[src/rtl/ts_pkg.sv]
package ts_pkg;
  localparam int CFG_AW = 3;

  typedef enum logic [CFG_AW-1:0] {
    CFG_LEN       = 3'd0,
    CFG_PH_SH     = 3'd1,
    CFG_PH_GAIN   = 3'd2,
    CFG_PH_ADC    = 3'd3,
    CFG_CAL_BUNCH = 3'd4,
    CFG_CAL_TICK  = 3'd5
  } cfg_addr_e;

  localparam int NUM_STROBES = 3;
  localparam int STB_SH      = 0;
  localparam int STB_GAIN    = 1;
  localparam int STB_ADC     = 2;
endpackage

[src/rtl/ts_cfg_regs.sv]
module ts_cfg_regs
  import ts_pkg::*;
#(
  parameter int TICK_W  = 4,
  parameter int BUNCH_W = 12
) (
  input  logic                                clk,
  input  logic                                rst_n,
  input  logic                                we,
  input  logic [CFG_AW-1:0]                   addr,
  input  logic [BUNCH_W-1:0]                  wdata,
  output logic [BUNCH_W-1:0]                  len_m1,
  output logic [NUM_STROBES-1:0][TICK_W-1:0]  phase,
  output logic [BUNCH_W-1:0]                  cal_bunch,
  output logic [TICK_W-1:0]                   cal_tick
);

  logic len_en, calb_en, calt_en;

  always_comb begin
    len_en  = we && (addr == CFG_LEN);
    calb_en = we && (addr == CFG_CAL_BUNCH);
    calt_en = we && (addr == CFG_CAL_TICK);
  end

  always_ff @(posedge clk or negedge rst_n) begin
    if (!rst_n) begin
      len_m1 <= '0;
    end else if (len_en) begin
      len_m1 <= wdata;
    end
  end

  always_ff @(posedge clk or negedge rst_n) begin
    if (!rst_n) begin
      cal_bunch <= '0;
    end else if (calb_en) begin
      cal_bunch <= wdata;
    end
  end

  always_ff @(posedge clk or negedge rst_n) begin
    if (!rst_n) begin
      cal_tick <= '0;
    end else if (calt_en) begin
      cal_tick <= wdata[TICK_W-1:0];
    end
  end

  for (genvar gi = 0; gi < NUM_STROBES; gi++) begin : g_phase
    localparam logic [CFG_AW-1:0] ADDR_I = CFG_AW'(int'(CFG_PH_SH) + gi);
    logic ph_en;

    always_comb ph_en = we && (addr == ADDR_I);

    always_ff @(posedge clk or negedge rst_n) begin
      if (!rst_n) begin
        phase[gi] <= '0;
      end else if (ph_en) begin
        phase[gi] <= wdata[TICK_W-1:0];
      end
    end
  end

endmodule

[src/rtl/ts_train_ctrl.sv]
module ts_train_ctrl #(
  parameter int TICK_W  = 4,
  parameter int BUNCH_W = 12
) (
  input  logic               clk,
  input  logic               rst_n,
  input  logic               start,
  input  logic [BUNCH_W-1:0] len_m1,
  output logic               active,
  output logic [TICK_W-1:0]  tick,
  output logic [BUNCH_W-1:0] bunch,
  output logic               train_end
);

  localparam logic [TICK_W-1:0] TICK_MAX = '1;

  logic               act_q, act_d;
  logic [TICK_W-1:0]  tick_q, tick_d;
  logic [BUNCH_W-1:0] bunch_q, bunch_d;
  logic               end_q, end_d;
  logic               state_en;
  logic               last_tick;

  always_comb begin
    last_tick = (tick_q == TICK_MAX);
    state_en  = act_q | start;
    act_d     = act_q;
    tick_d    = tick_q;
    bunch_d   = bunch_q;
    end_d     = 1'b0;
    if (act_q) begin
      if (last_tick) begin
        tick_d = '0;
        if (bunch_q == len_m1) begin
          act_d = 1'b0;
          end_d = 1'b1;
        end else begin
          bunch_d = bunch_q + 1'b1;
        end
      end else begin
        tick_d = tick_q + 1'b1;
      end
    end else if (start) begin
      act_d   = 1'b1;
      tick_d  = '0;
      bunch_d = '0;
    end
  end

  always_ff @(posedge clk or negedge rst_n) begin
    if (!rst_n) begin
      act_q   <= 1'b0;
      tick_q  <= '0;
      bunch_q <= '0;
    end else if (state_en) begin
      act_q   <= act_d;
      tick_q  <= tick_d;
      bunch_q <= bunch_d;
    end
  end

  always_ff @(posedge clk or negedge rst_n) begin
    if (!rst_n) begin
      end_q <= 1'b0;
    end else begin
      end_q <= end_d;
    end
  end

  assign active    = act_q;
  assign tick      = tick_q;
  assign bunch     = bunch_q;
  assign train_end = end_q;

  AST_START_CLEARS: assert property (@(posedge clk) disable iff (!rst_n)
    (!act_q && start) |=> (act_q && tick_q == '0 && bunch_q == '0));

  AST_START_IGNORED: assert property (@(posedge clk) disable iff (!rst_n)
    (act_q && start && tick_q != TICK_MAX) |=> (act_q && tick_q == $past(tick_q) + 1'b1));

  AST_END_SINGLE: assert property (@(posedge clk) disable iff (!rst_n)
    end_q |=> !end_q);

  AST_END_IDLE: assert property (@(posedge clk) disable iff (!rst_n)
    end_q |-> !act_q);

endmodule

[src/rtl/ts_strobe_gen.sv]
module ts_strobe_gen #(
  parameter int TICK_W = 4,
  parameter int PERIOD = 16
) (
  input  logic              clk,
  input  logic              rst_n,
  input  logic              active,
  input  logic [TICK_W-1:0] tick,
  input  logic [TICK_W-1:0] phase,
  output logic              strobe
);

  localparam int PW = $clog2(PERIOD);

  logic [TICK_W-1:0] diff;

  always_comb begin
    diff   = tick - phase;
    strobe = active && (diff[PW-1:0] == '0);
  end

  AST_IDLE_QUIET: assert property (@(posedge clk) disable iff (!rst_n)
    !active |-> !strobe);

  AST_STROBE_SPACED: assert property (@(posedge clk) disable iff (!rst_n)
    strobe |=> (!strobe || !$stable(phase)));

endmodule

[src/rtl/ts_cal_match.sv]
module ts_cal_match #(
  parameter int TICK_W  = 4,
  parameter int BUNCH_W = 12
) (
  input  logic               clk,
  input  logic               rst_n,
  input  logic               active,
  input  logic [TICK_W-1:0]  tick,
  input  logic [BUNCH_W-1:0] bunch,
  input  logic [BUNCH_W-1:0] cal_bunch,
  input  logic [TICK_W-1:0]  cal_tick,
  output logic               pulse
);

  logic bunch_hit, tick_hit;

  always_comb begin
    bunch_hit = (bunch == cal_bunch);
    tick_hit  = (tick == cal_tick);
    pulse     = active && bunch_hit && tick_hit;
  end

  AST_CAL_ONE_TICK: assert property (@(posedge clk) disable iff (!rst_n)
    pulse |=> (!pulse || !$stable(cal_tick) || !$stable(cal_bunch)));

  AST_CAL_IDLE: assert property (@(posedge clk) disable iff (!rst_n)
    !active |-> !pulse);

endmodule

[src/rtl/train_timing_seq.sv]
module train_timing_seq
  import ts_pkg::*;
#(
  parameter int TICK_W        = 4,
  parameter int BUNCH_W       = 12,
  parameter int SUB_PER_BUNCH = 4
) (
  input  logic               clk,
  input  logic               rst_n,
  input  logic               cfg_we,
  input  logic [2:0]         cfg_addr,
  input  logic [BUNCH_W-1:0] cfg_wdata,
  input  logic               start_train,
  output logic               sh_strobe,
  output logic               gain_strobe,
  output logic               adc_strobe,
  output logic               cal_pulse,
  output logic [BUNCH_W-1:0] bunch_idx,
  output logic               train_active,
  output logic               train_end
);

  localparam int TICKS_PER_BUNCH = 2 ** TICK_W;
  localparam int SUB_PERIOD      = TICKS_PER_BUNCH / SUB_PER_BUNCH;

  logic [1:0] rst_sync;
  logic       rst_int_n;

  always_ff @(posedge clk or negedge rst_n) begin
    if (!rst_n) begin
      rst_sync <= 2'b00;
    end else begin
      rst_sync <= {rst_sync[0], 1'b1};
    end
  end

  assign rst_int_n = rst_sync[1];

  logic [BUNCH_W-1:0]                 len_m1;
  logic [NUM_STROBES-1:0][TICK_W-1:0] phase;
  logic [BUNCH_W-1:0]                 cal_bunch;
  logic [TICK_W-1:0]                  cal_tick;
  logic                               active;
  logic [TICK_W-1:0]                  tick;
  logic [BUNCH_W-1:0]                 bunch;
  logic [NUM_STROBES-1:0]             strb;

  ts_cfg_regs #(.TICK_W(TICK_W), .BUNCH_W(BUNCH_W)) cfg_i (
    .clk       (clk),
    .rst_n     (rst_int_n),
    .we        (cfg_we),
    .addr      (cfg_addr),
    .wdata     (cfg_wdata),
    .len_m1    (len_m1),
    .phase     (phase),
    .cal_bunch (cal_bunch),
    .cal_tick  (cal_tick)
  );

  ts_train_ctrl #(.TICK_W(TICK_W), .BUNCH_W(BUNCH_W)) ctrl_i (
    .clk       (clk),
    .rst_n     (rst_int_n),
    .start     (start_train),
    .len_m1    (len_m1),
    .active    (active),
    .tick      (tick),
    .bunch     (bunch),
    .train_end (train_end)
  );

  for (genvar gi = 0; gi < NUM_STROBES; gi++) begin : g_strobe
    localparam int P = (gi == STB_SH) ? TICKS_PER_BUNCH : SUB_PERIOD;
    ts_strobe_gen #(.TICK_W(TICK_W), .PERIOD(P)) stb_i (
      .clk    (clk),
      .rst_n  (rst_int_n),
      .active (active),
      .tick   (tick),
      .phase  (phase[gi]),
      .strobe (strb[gi])
    );
  end

  ts_cal_match #(.TICK_W(TICK_W), .BUNCH_W(BUNCH_W)) cal_i (
    .clk       (clk),
    .rst_n     (rst_int_n),
    .active    (active),
    .tick      (tick),
    .bunch     (bunch),
    .cal_bunch (cal_bunch),
    .cal_tick  (cal_tick),
    .pulse     (cal_pulse)
  );

  assign sh_strobe    = strb[STB_SH];
  assign gain_strobe  = strb[STB_GAIN];
  assign adc_strobe   = strb[STB_ADC];
  assign bunch_idx    = bunch;
  assign train_active = active;

  AST_SH_ONCE_PER_BUNCH: assert property (@(posedge clk) disable iff (!rst_int_n)
    (sh_strobe && $stable(phase[STB_SH])) |=> !sh_strobe);

  AST_IDLE_ZERO_STROBES: assert property (@(posedge clk) disable iff (!rst_int_n)
    !train_active |-> (strb == '0 && !cal_pulse));

endmodule

[config.mk]
export PLATFORM = sky130hd
export DESIGN_NAME = train_timing_seq
export DESIGN_NICKNAME = d
export VERILOG_FILES = /design/src/rtl/ts_pkg.sv /design/src/rtl/ts_cfg_regs.sv /design/src/rtl/ts_train_ctrl.sv /design/src/rtl/ts_strobe_gen.sv /design/src/rtl/ts_cal_match.sv /design/src/rtl/train_timing_seq.sv
export SDC_FILE = /design/constraint.sdc
export NUM_CORES = 1
export LEC_CHECK = 0
export BUFFER_PORTS_ARGS = -buffer_cell sky130_fd_sc_hd__buf_2
export CAP_MARGIN = 15
export CORE_UTILIZATION = 31
export DETAILED_ROUTE_END_ITERATION = 7
export PLACE_DENSITY = 0.55
export SETUP_SLACK_MARGIN = 0.5
export SLEW_MARGIN = 20
export SYNTH_ARGS = -nofsm -noshare
export SYNTH_HDL_FRONTEND = slang
export SYNTH_SLANG_ARGS = --single-unit
[constraint.sdc]
create_clock -name clk -period 1.8 [get_ports clk]
set_clock_uncertainty 0.15 [all_clocks]
set_input_delay 0.18 -clock clk [delete_from_list [all_inputs] [get_ports clk]]
set_output_delay 0.18 -clock clk [all_outputs]
set_load 0.02 [all_outputs]
==> out/results.ini <==
[yosys]
synth_nets = 289
synthTopCellsByArea = dfrtp_1 47%, mux2_2 13%, xor2_1 6.5%, xnor2_1 3.3%, o21ai_0 2.7%
synth_area_leader_cell = dfrtp_1
synth-edff-count = 0
ys.flop_type = dfrtp_1
synthArstFlopShare_pct = 100.0
yosysMostFrequentCell = dfrtp_1
synth_seq_cells = 56
synth_common_cells = 56 x dfrtp_1, 34 x mux2_2, 22 x xor2_1
syn-instance-count = 265
netlist_area_sq_mm = 0.002964
synth_top_cell_area_share_pct = 47.28
ys_types = 48
yosysSeqAreaShare_pct = 47.28
avgSynthCellArea_sq_um = 11.19
yosysWarnings = 0

[setup_path]
critPathKind = reg2out
crit_fanout = 4
end_kind = output port
start_kind = register
critPathRequiredTime_ps = 1470
arrival_ps = 1890

[detailed_routing]
drc_errors = 0
first_pass_iters = 4
vias = 2380
wl_per_cell_microns = 15.14
postRouteAntennaNets = 0
viasPerCell = 4.808
drt-initial-drc-count = 94
wl_microns = 7492

[timing]
finalSetupTns_ps = -3226
layout_setup_ws_ps = -419.0
hold_violations = 0
finalMaxSlewViolations = 0
min_period_over_period_pct = 123.3
fmax_mhz = 450.6
setup_viol = 15
hold_ws_ps = 9.645
fin_crit_ps = 2219
rsz0062_at_grt = true

[place]
place.gp.congestion = 0.8324
portBuffers = 36
pre_cts_slack_ps = -147.2
numPlacedInstances = 453
hpwl_microns = 5225

[run]
maxCapViolations = 0

[die]
core_area_sq_mm = 0.009240
start_util_pct = 32.08
io_pins = 37
die_h_microns = 99.79
rows = 35
die_x_microns = 99.79
fp.dieArea_sq_mm = 0.009957

[cts]
worstSkewPairLatency_ps = 310
cts_max_path_buffers = 2
htreeDepth = 2
cts_root_buffer = clkbuf_8
path_clk_slew_ps = 110
cts_made_buffers = 5
cts_tree = done
cts.sinks = 56

[power]
p_seq_share_pct = 33.0
p_leak_nw = 1.913
clkPwrFrac_pct = 15.1
irDropWorstVdd_v = 0.0003812
comb_power_share_pct = 51.9
swShare_pct = 36.54
switchingPower_w = 0.002088
p_int_w = 0.003627
p_per_area_mw_per_mm2 = 1276

[layout]
ff_latch_area_sq_mm = 0.001421
finalNonFillerCells = 495
antenna_cells = 0
multi_input_area_sq_mm = 0.001745
fillers = 828
drive_above_1_share_pct = 57.10
syn2layout_area_growth_pct = 51.12
nNetsFinal = 389

[global_route]
gr-total-overflow = 0
grt_pass1_wl_microns = 12430
grt_pass1_vias = 2339
antenna_found_initial = 0
grt_use_total_pct = 16.34
grt_max_degree = 55

[status]
violations = setup timing
outcome = finished, violations left

[hold_path]
hp-class = in2reg

[cells by family after synthesis]
logic type | after synthesis | synth area share [%]
buffers and inverters | 25 | 4.854
muxes | 35 | 13.25
adders and majority gates | 5 | 2.111
other | 1 | 0.1265
xor gates and xnor gates | 34 | 10.30
AOI/OAI and AO/OA | 39 | 8.401
and+or+nand+nor | 70 | 13.68
DFF | 56 | 47.28
[power by group through the flow]
stage / Sequential (W) / Combinational, W / Clock, W
final: 0.00189 / 0.00297 / 0.000862
after global routing: 0.00193 / 0.00321 / 0.000945
after CTS: 0.00187 / 0.00248 / 0.000894
after detailed placement: 0.00189 / 0.00203 / 0
after global placement: 0.00189 / 0.00200 / 0
after floorplan: 0.00190 / 0.00142 / 0
[layer usage]
metal / up-vias / GRT usage [%] / routed length (microns)
met3: 9 / 2.925 / 225
met5: - / 0 / 0
met2: 37 / 25.78 / 3629
met1: 1180 / 23.10 / 3535
li1: 1154 / - / -
met4: 0 / 4.412 / 102
[sequential cells by signal, indices dropped and copies added, names as in the netlist]
signal and flops:
ctrl_i.tick 4, ctrl_i.bunch 12, cfg_i.cal_bunch 12, ctrl_i.active 1, ctrl_i.train_end 1, cfg_i.phase 8, cfg_i.len_m1 12, cfg_i.cal_tick 4
rst_sync 2
[layout make-up]
type / count / share of cell area (%)
flip-flops and latches: 56 / 31.73
multi-input cells: 184 / 38.97
repair buffers: 112 / 22.60
well taps: 129 / 3.603
clock inverters: 3 / 1.061
inverters: 6 / 0.5028
clock buffers: 5 / 1.536
[worst max-delay path, cell delays in order (launching register included)]
cell and delay (ps):
dfrtp_2 470, ha_4 270, a21oi_4 160, nand2_1 90
o32ai_2 230, and4_4 250, buf_6 110
[through the flow]
step	util (%)	area (sq um)	total power (W)
floorplan	-	3128	0.003312
global placement	39.42	3642	0.003889
detailed placement	39.42	3642	0.003914
CTS	44.82	4141	0.005249
global route	48.48	4479	0.006076
finish	48.48	4479	0.005715
[cell usage in the layout (no fill, tap or decap), drive strengths merged, types with 3 or more instances in the layout]
cell type and count:
nand2 16, dlygate4sd3 12, inv 6, mux2 34
and4 3, nand4 6, nor4 5, ha 5
dfrtp 56, nor3 8, a21oi 4, o21ai 17
clkbuf 5, nor2 5, xor2 22, xnor2 12
nand3 12, buf 100, o31ai 6
[worst paths after layout]
check / startpoint / slack, ps / cells past startpoint / to
setup reg to reg: ctrl_i.tick[1] / -290 / 9 / ctrl_i.bunch[8]
hold reg to reg: rst_sync[1] / 110 / 1 / cfg_i.phase[3]
min in group asynchronous: rst_sync[1] / 110 / 1 / cfg_i.phase[3]
hold / removal: cfg_wdata[3] / 10 / 2 / cfg_i.cal_tick[3]
max in group asynchronous: rst_n / 820 / 3 / rst_sync[1]
setup / recovery: ctrl_i.tick[1] / -420 / 6 / sh_strobe
[timing repair]
item	4_1_cts	5_1_grt
setup endpoints to repair	32	33
cloned	1	0
buffers inserted	6	15
hold endpoints to repair	20	0
hold buffers	12	0
resized for setup	56	54
pin swaps	7	20
No activity file was read; power rests on OpenSTA's default activity.
